$ cat src/rtl/vtd_pkg.sv
package vtd_pkg;
  localparam int unsigned CTRL_W   = 8;
  localparam int unsigned CODE_W   = 4;
  localparam int unsigned BIT_DIR  = 7;
  localparam int unsigned BIT_RSV  = 6;
  localparam int unsigned BIT_STB  = 5;
  localparam int unsigned BIT_EN   = 4;
  localparam logic [CODE_W-1:0] EXT_CODE   = 4'hF;
  localparam logic [CODE_W-1:0] RESET_CODE = 4'h5;

  typedef struct packed {
    logic              dir;
    logic              en;
    logic [CODE_W-1:0] code;
  } ctrl_t;
endpackage

$ cat src/rtl/vtd_regs.sv
module vtd_regs
  import vtd_pkg::*;
(
  input  logic              clk_i,
  input  logic              rst_ni,
  input  logic              we_i,
  input  logic [CTRL_W-1:0] wdata_i,
  output ctrl_t             ctrl_o
);
  ctrl_t ctrl_q;

  always_ff @(posedge clk_i or negedge rst_ni) begin
    if (!rst_ni) begin
      ctrl_q.dir  <= 1'b0;
      ctrl_q.en   <= 1'b0;
      ctrl_q.code <= RESET_CODE;
    end else if (we_i) begin
      // reserved and status bits of wdata are dropped here
      ctrl_q.dir  <= wdata_i[BIT_DIR];
      ctrl_q.en   <= wdata_i[BIT_EN];
      ctrl_q.code <= wdata_i[CODE_W-1:0];
    end
  end

  assign ctrl_o = ctrl_q;
endmodule

$ cat src/rtl/vtd_settle.sv
module vtd_settle #(
  parameter int unsigned SETTLE_CYCLES = 64
) (
  input  logic clk_i,
  input  logic rst_ni,
  input  logic en_i,
  output logic stable_o
);
  localparam int unsigned CNT_W = (SETTLE_CYCLES > 1) ? $clog2(SETTLE_CYCLES) : 1;
  localparam logic [CNT_W-1:0] CNT_LAST = CNT_W'(SETTLE_CYCLES - 1);

  logic [CNT_W-1:0] cnt_q;
  logic             stable_q;

  always_ff @(posedge clk_i or negedge rst_ni) begin
    if (!rst_ni) begin
      cnt_q    <= '0;
      stable_q <= 1'b0;
    end else if (!en_i) begin
      cnt_q    <= '0;
      stable_q <= 1'b0;
    end else if (!stable_q) begin
      if (cnt_q == CNT_LAST) stable_q <= 1'b1;
      else                   cnt_q    <= cnt_q + 1'b1;
    end
  end

  assign stable_o = stable_q;
endmodule

$ cat src/rtl/vtd_trip.sv
module vtd_trip
  import vtd_pkg::*;
#(
  parameter int unsigned SAMPLE_W = 10,
  parameter int unsigned LVL_BASE = 400,
  parameter int unsigned LVL_STEP = 40
) (
  input  logic [CODE_W-1:0]   code_i,
  input  logic                dir_i,
  input  logic [SAMPLE_W-1:0] sample_i,
  input  logic [SAMPLE_W-1:0] ext_level_i,
  output logic                cond_o
);
  localparam int unsigned N_CODES = 1 << CODE_W;

  logic [SAMPLE_W-1:0] lvl_tab [N_CODES];
  logic [SAMPLE_W-1:0] thr;

  for (genvar g = 0; g < N_CODES; g++) begin : g_lvl
    if (g == N_CODES - 1) begin : g_ext
      assign lvl_tab[g] = ext_level_i;
    end else begin : g_int
      assign lvl_tab[g] = SAMPLE_W'(LVL_BASE + g * LVL_STEP);
    end
  end

  assign thr    = lvl_tab[code_i];
  assign cond_o = dir_i ? (sample_i >= thr) : (sample_i <= thr);
endmodule

$ cat src/rtl/vtd_ctrl.sv
module vtd_ctrl
  import vtd_pkg::*;
#(
  parameter int unsigned SAMPLE_W      = 10,
  parameter int unsigned SETTLE_CYCLES = 64,
  parameter int unsigned LVL_BASE      = 400,
  parameter int unsigned LVL_STEP      = 40
) (
  input  logic                clk_i,
  input  logic                rst_ni,
  input  logic                reg_we_i,
  input  logic [7:0]          reg_wdata_i,
  output logic [7:0]          reg_rdata_o,
  input  logic [SAMPLE_W-1:0] sample_i,
  input  logic [SAMPLE_W-1:0] ext_level_i,
  input  logic                flag_clr_i,
  input  logic                irq_en_i,
  output logic                flag_o,
  output logic                irq_o
);
  ctrl_t ctrl;
  logic  stable, cond, hit, flag_q;

  vtd_regs u_regs (
    .clk_i  (clk_i),
    .rst_ni (rst_ni),
    .we_i   (reg_we_i),
    .wdata_i(reg_wdata_i),
    .ctrl_o (ctrl)
  );

  vtd_settle #(.SETTLE_CYCLES(SETTLE_CYCLES)) u_settle (
    .clk_i   (clk_i),
    .rst_ni  (rst_ni),
    .en_i    (ctrl.en),
    .stable_o(stable)
  );

  vtd_trip #(
    .SAMPLE_W(SAMPLE_W),
    .LVL_BASE(LVL_BASE),
    .LVL_STEP(LVL_STEP)
  ) u_trip (
    .code_i     (ctrl.code),
    .dir_i      (ctrl.dir),
    .sample_i   (sample_i),
    .ext_level_i(ext_level_i),
    .cond_o     (cond)
  );

  assign hit = ctrl.en & stable & cond;

  // set has priority over clear
  always_ff @(posedge clk_i or negedge rst_ni) begin
    if (!rst_ni) flag_q <= 1'b0;
    else         flag_q <= hit | (flag_q & ~flag_clr_i);
  end

  always_comb begin
    reg_rdata_o                   = '0;
    reg_rdata_o[BIT_DIR]          = ctrl.dir;
    reg_rdata_o[BIT_STB]          = stable & ctrl.en;
    reg_rdata_o[BIT_EN]           = ctrl.en;
    reg_rdata_o[CODE_W-1:0]       = ctrl.code;
  end

  assign flag_o = flag_q;
  assign irq_o  = flag_q & irq_en_i;
endmodule

$ cat config.mk
export PLATFORM = sky130hd
export DESIGN_NAME = vtd_ctrl
export DESIGN_NICKNAME = d
export VERILOG_FILES = /design/src/rtl/vtd_pkg.sv /design/src/rtl/vtd_regs.sv /design/src/rtl/vtd_settle.sv /design/src/rtl/vtd_trip.sv /design/src/rtl/vtd_ctrl.sv
export SDC_FILE = /design/constraint.sdc
export NUM_CORES = 1
export LEC_CHECK = 0
export BUFFER_PORTS_ARGS = -buffer_cell sky130_fd_sc_hd__buf_2
export CORE_MARGIN = 3
export CORE_UTILIZATION = 48
export DETAILED_ROUTE_END_ITERATION = 8
export PLACE_DENSITY_LB_ADDON = 0.15
export SLEW_MARGIN = 0
export SYNTH_ARGS = -nofsm -noshare
export SYNTH_HDL_FRONTEND = slang
export SYNTH_SLANG_ARGS = --single-unit
$ cat constraint.sdc
create_clock -name clk_i -period 3.78 [get_ports clk_i]
set_input_delay 0.378 -clock clk_i [delete_from_list [all_inputs] [get_ports clk_i]]
set_output_delay 0.378 -clock clk_i [all_outputs]
set_load 0.05 [all_outputs]
==> results.cfg, run 1 <==
[outcome]
status = finished clean

[global_routing]
grt_pass1_vias = 929
track_usage_pct = 17.3
antenna_found_initial = 0
grt_first_pass_wirelength_microns = 3690
grt_remaining_overflow = 0
grt_start_max_net_pins = 17

[yosys]
synth_cell_types = 34
synth-compound-area-share_pct = 20.3
synth_nets = 172
synthMuxAreaShare_pct = 5.80
avgSynthCellArea_sq_um = 8.88
netlist.top_cell.by_area = dfrtp_1
yosys-top-cells-area = dfrtp_1, ha_1, dfstp_2
synth_seq_cells = 14
synth_top_family_by_area = compound AO/OA/AOI/OAI gates
synthXorXnorAreaFrac_pct = 0.795
synth-simple-area-share_pct = 16.8
ys_seq_area_share_pct = 32.0
syn_area_sq_um = 1100
yosys_warnings = 0
synthesis.instances = 124
synth_top_area_share_pct = 27.3
yosys.area_share.adder_pct = 17.0

[job]
drv_cap = 0

[routing]
num_vias = 1040
avgRoutedWirePerCell_microns = 12.6
drtAntennaViolNets = 0
drc = 0
drtPass1Iterations = 4
drtIter0Drc = 19
wirelength_microns = 2370
via_per_inst = 5.53

[place]
dpl.hpwl_microns = 1940
gp_congestion = 0.766
port_buffers = 39
placed_cell_area_sq_um = 1290
pre_cts_slack_ps = 867

[timing]
drv_slew = 0
setup_viol = 0
min_period_ps = 2890
rsz0062_at_grt = false
finalHoldViolCount = 0
fin_skew_ps = 12.2
fmax_ghz = 0.346
worst_slack_ps = 886
finalCritPeriodShare_pct = 76.6
fin_tns_setup_ps = 0

[cells_and_area]
area_growth_pct = 20.7
postLayoutCellArea_sq_um = 1330
drive_gt1_share_pct = 30.4
nNetsFinal = 210
n_antenna_cell = 0

[clocking]
clk_latency_ps = 280
cts_tree = built
cts_setup_buffers = 0
cts_htree_levels = 1
clock_sinks = 14
root_buffer = clkbuf_4
cts.path.max_buffers = 2
numCtsBuffers = 3
clkSlewWorstSetupHoldPaths_ps = 80

[pwr]
ir_drop_v = 0.000300
powerDensity_nw_per_um2 = 300
leakage_nw = 0.657

[floorplanning]
core_sq_um = 2060
start_util_pct = 53.4
die-area_sq_um = 2900
die_x_microns = 53.9
io_pins = 43
rows = 16
die_y_microns = 53.9

[critical_path]
cp.required_ps = 3950
arrival_ps = 3060
cp_max_fo = 9
start_kind = flop
cp-end-kind = flop
critical_path_class = flop to flop

[min_path]
min_path_type = primary input to flop
[worst max-delay path: stages (launching register included)]
cell,delay (ps)
dfstp_2,620
inv_1,150
ha_1,330
o211ai_1,160
o21a_1,150
ha_1,250
a21oi_1,140
o21ai_0,120
a2111oi_2,430
xor2_1,110
a221o_1,330
[metal layers]
layer  track usage (%)  part of all wire [%]  up-vias
li1                  -                     -      524
met5                 0                     0        -
met1              19.6                    40      471
met2              30.6                    51       37
met3              2.77                   5.4        8
met4              8.94                   2.9        0
[final cells by class]
type                    instances  area [sq um]
repair buffers                 40           205
multi-input cells              93           673
clock buffers                   4          26.3
flip-flops and latches         14           353
fillers                       179           733
well taps                      27          33.8
inverters                      10          37.5
[where the power goes]
group	total, mW	leakage (nW)	switching (mW)	internal (mW)
sequential	0.179	0.179	0.0188	0.161
clock	0.0847	0.0150	0.0439	0.0409
combinational	0.135	0.464	0.0785	0.0564
[registers in the layout, indices dropped and copies added, names as in the netlist]
| name | count |
|---|---|
| flag_o | 1 |
| u_regs.ctrl_o | 6 |
| u_settle.cnt_q | 6 |
| u_settle.stable_o | 1 |
[logic make-up (layout without fill, tap and decap cells)]
family	Yosys count	after routing
fa+ha+maj	15	15
compound gates	32	32
mux	6	6
simple gates	38	38
buf+inv	17	54
flops	14	14
xor+xnor	1	1
other cells	1	1
[cell usage after synthesis]
cell       instances
o211ai_1           4
a211oi_2           1
conb_1             1
nand2b_1           2
nor2_1             7
buf_4              3
nor2b_1            1
o21ai_0           10
clkinv_1           1
a41oi_1            1
a21oi_1            4
nand4_1            2
nor3b_1            1
o41ai_1            2
a2111oi_2          1
o311ai_0           2
nand3_1            8
o31ai_1            2
o21a_1             1
nor3_1             3
a31oi_1            2
mux2i_1            3
a221o_1            1
dfrtp_1           12
inv_1              9
a211oi_1           1
ha_1              15
and2_1             3
clkbuf_1           4
xor2_1             1
nand2_1           10
dfstp_2            2
nor4b_1            1
mux2_2             3
[layout by cell type (no fill, tap or decap), types with 2 or more instances in the layout]
cell type / netlist / layout
o311ai_0: 2 / 2
o21ai_0: 10 / 10
mux2i_1: 3 / 3
and2_1: 3 / 3
nor3_1: 3 / 3
a21oi_1: 4 / 4
dfstp_2: 2 / 2
o41ai_1: 2 / 2
ha_1: 15 / 15
nand3_1: 8 / 8
o31ai_1: 2 / 2
nand4_1: 2 / 2
nand2_1: 10 / 10
dfrtp_1: 12 / 12
nor2_1: 7 / 7
buf_2: 0 / 39
o211ai_1: 4 / 4
nand2b_1: 2 / 2
mux2_2: 3 / 3
inv_1: 9 / 9
a31oi_1: 2 / 2
clkbuf_4: 0 / 3
[through the flow]
step	power (mW)	utilization (%)	hold WS, ps	std cells
detailed placement	0.318	62.7	286	183
global route	0.428	64.4	324	188
finish	0.399	64.4	316	188
floorplan	0.279	-	82.4	124
CTS	0.403	64.4	313	188
global placement	0.312	62.7	282	183
[final timing paths]
kind	slack, ps	depth (start not counted)	endpoint	startpoint
worst min-delay path	320	3	u_regs.ctrl_o[1]$_DFFE_PN0P_	reg_wdata_i[1]
worst min register to register	520	1	u_settle.cnt_q[0]$_DFFE_PN0P_	u_settle.cnt_q[0]$_DFFE_PN0P_
min in group asynchronous	510	2	u_settle.cnt_q[1]$_DFFE_PN0P_	rst_ni
worst max register to register	890	10	flag_o$_DFF_PN0_	u_regs.ctrl_o[0]$_DFFE_PN1P_
max in group asynchronous	2970	2	u_regs.ctrl_o[2]$_DFFE_PN1P_	rst_ni
worst max-delay path	890	10	flag_o$_DFF_PN0_	u_regs.ctrl_o[0]$_DFFE_PN1P_
[repair_timing]
action                                  4_1_cts  5_1_grt
endpoints found under the setup margin        0        0
hold buffers                                  1        0
gates resized for setup                       0        0
endpoints found under the hold margin        12        0
(Power assumes the default switching activity.)
==> inputs of run 2 (changes only) <==
- clock period: 3.78 -> 2.83 ns (I/O delays scaled with it)
==> run 2 against run 1 <==
Global-route usage is essentially flat. Largest power group unchanged. Cell count grew 5.3%. Clock skew shrank 3.5 ps. First-iteration DRC count grew 68%. Register-to-register slack lost 780 ps. Count of clock-buffer cells in the layout is the same.
==> results.cfg, run 2 (same netlist as run 1, synthesis figures left out) <==
[floorplanning]
io_pins = 43
rows = 16
die_x_microns = 53.9
die-area_sq_um = 2900
die_y_microns = 53.9
core_sq_um = 2060
start_util_pct = 53.4

[job]
drv_cap = 0

[clocking]
cts_tree = built
clkSlewWorstSetupHoldPaths_ps = 90
numCtsBuffers = 3
clock_sinks = 14
cts_htree_levels = 1
clk_latency_ps = 280
cts.path.max_buffers = 2
root_buffer = clkbuf_4

[place]
dpl.hpwl_microns = 1950
gp_congestion = 0.756
port_buffers = 39

[timing]
min_period_ps = 2720
whs_ps = 204
fmax_ghz = 0.367
drv_slew = 0
finalHoldViolCount = 0
fin_skew_ps = 8.71
fin_tns_setup_ps = 0
finalCritPeriodShare_pct = 96.3
setup_viol = 0

[routing]
wirelength_microns = 2620
drc = 0
via_per_inst = 5.48
drtPass1Iterations = 4
drtAntennaViolNets = 0
num_vias = 1085
drtIter0Drc = 32
avgRoutedWirePerCell_microns = 13.2

[critical_path]
arrival_ps = 2890
slowest_delay_ps = 630
worstPathCellList = inv_2 > ha_1 > nor2b_1 > a31oi_1 > a21oi_2 > ha_1 > nand4_1 > inv_2 > a2111oi_4 > xor2_1 > a221o_1
critical_path_class = flop to flop
cp.required_ps = 2990
critPathSlowestCell = dfstp_4
start_kind = flop
cp_max_fo = 7
cp-end-kind = flop

[global_routing]
grt_start_max_net_pins = 15
grt_pass1_vias = 936
track_usage_pct = 17.3
grt_remaining_overflow = 0
antenna_found_initial = 0
grt_first_pass_wirelength_microns = 3730

[min_path]
min_path_type = primary input to flop

[outcome]
status = finished clean

[cells_and_area]
area_growth_pct = 32.0
drive_gt1_share_pct = 40.4
nNetsFinal = 220
n_antenna_cell = 0
final_common_cell = buf_2
layout_common_cells = buf_2, ha_1, nand2_1, dfrtp_1

[pwr]
powerDensity_nw_per_um2 = 413
ir_drop_v = 0.000372
leakage_nw = 0.708
run 2: cell count changes in the layout (fill, tap and decap cells not counted), moves of 2 or more:
cell,change
inv_1,-2
inv_2,+2
dfrtp_1,-2
dfrtp_2,+2
buf_4,+9
run 2: critical path: cells and delay by family (launching register included):
family                     cells  cell delay, ps
adders and majority gates      2             460
DFF                            1             630
xor gates and xnor gates       1             110
buffers and inverters          2             140
AOI/OAI and AO/OA              4             970
and+or+nand+nor                2             290
run 2: path summary, 6_finish.rpt:
kind | slack [ps] | from | endpoint | cells after the start
hold reg to reg | 510 | u_settle.cnt_q[0]$_DFFE_PN0P_ | u_settle.cnt_q[0]$_DFFE_PN0P_ | 1
min in group asynchronous | 440 | rst_ni | u_settle.cnt_q[2]$_DFFE_PN0P_ | 2
max in group asynchronous | 2110 | rst_ni | u_regs.ctrl_o[2]$_DFFE_PN1P_ | 2
setup / recovery | 110 | u_regs.ctrl_o[0]$_DFFE_PN1P_ | flag_o$_DFF_PN0_ | 11
setup reg to reg | 110 | u_regs.ctrl_o[0]$_DFFE_PN1P_ | flag_o$_DFF_PN0_ | 11
hold / removal | 200 | reg_wdata_i[1] | u_regs.ctrl_o[1]$_DFFE_PN0P_ | 3
run 2: repair_timing:
action / 4_1_cts / 5_1_grt
hold endpoints to repair: 12 / 0
resized for setup: 0 / 10
hold buffers: 1 / 0
endpoints found under the setup margin: 0 / 1
buffers inserted: 0 / 7
run 2: final cells by class:
type | count | area, sq um
multi-input combinational | 93 | 699
fill | 145 | 608
sequential | 14 | 359
timing repair buffer | 50 | 284
inverter | 10 | 41.3
clock buffer | 4 | 36.3
tap | 27 | 33.8
run 2: layer usage:
layer / vias to the layer above / part of all wire [%] / track usage, %
li1: 547 / - / -
met1: 501 / 41 / 20.6
met2: 35 / 52 / 31.9
met3: 2 / 6.0 / 2.77
met4: 0 / 0.34 / 4.26
met5: - / 0 / 0
run 2: power by group:
| part | internal, mW | switching, mW | leakage (nW) | total [mW] |
|---|---|---|---|---|
| registers | 0.216 | 0.0196 | 0.177 | 0.235 |
| clock network | 0.0784 | 0.0653 | 0.0210 | 0.144 |
| logic | 0.0973 | 0.124 | 0.510 | 0.221 |
| total | 0.391 | 0.209 | 0.708 | 0.600 |
run 2: stage by stage:
stage / setup WS [ps] / total power [mW] / instance area [sq um] / cells / util, %
after CTS: 6.39 / 0.572 / 1370 / 191 / 66.3
after global routing: -40.8 / 0.637 / 1450 / 198 / 70.5
final: 106 / 0.600 / 1450 / 198 / 70.5
after global placement: 64.6 / 0.423 / 1320 / 186 / 64.0
after detailed placement: 35.5 / 0.429 / 1320 / 186 / 64.0
after floorplan: 20.7 / 0.376 / 1110 / 124 / -
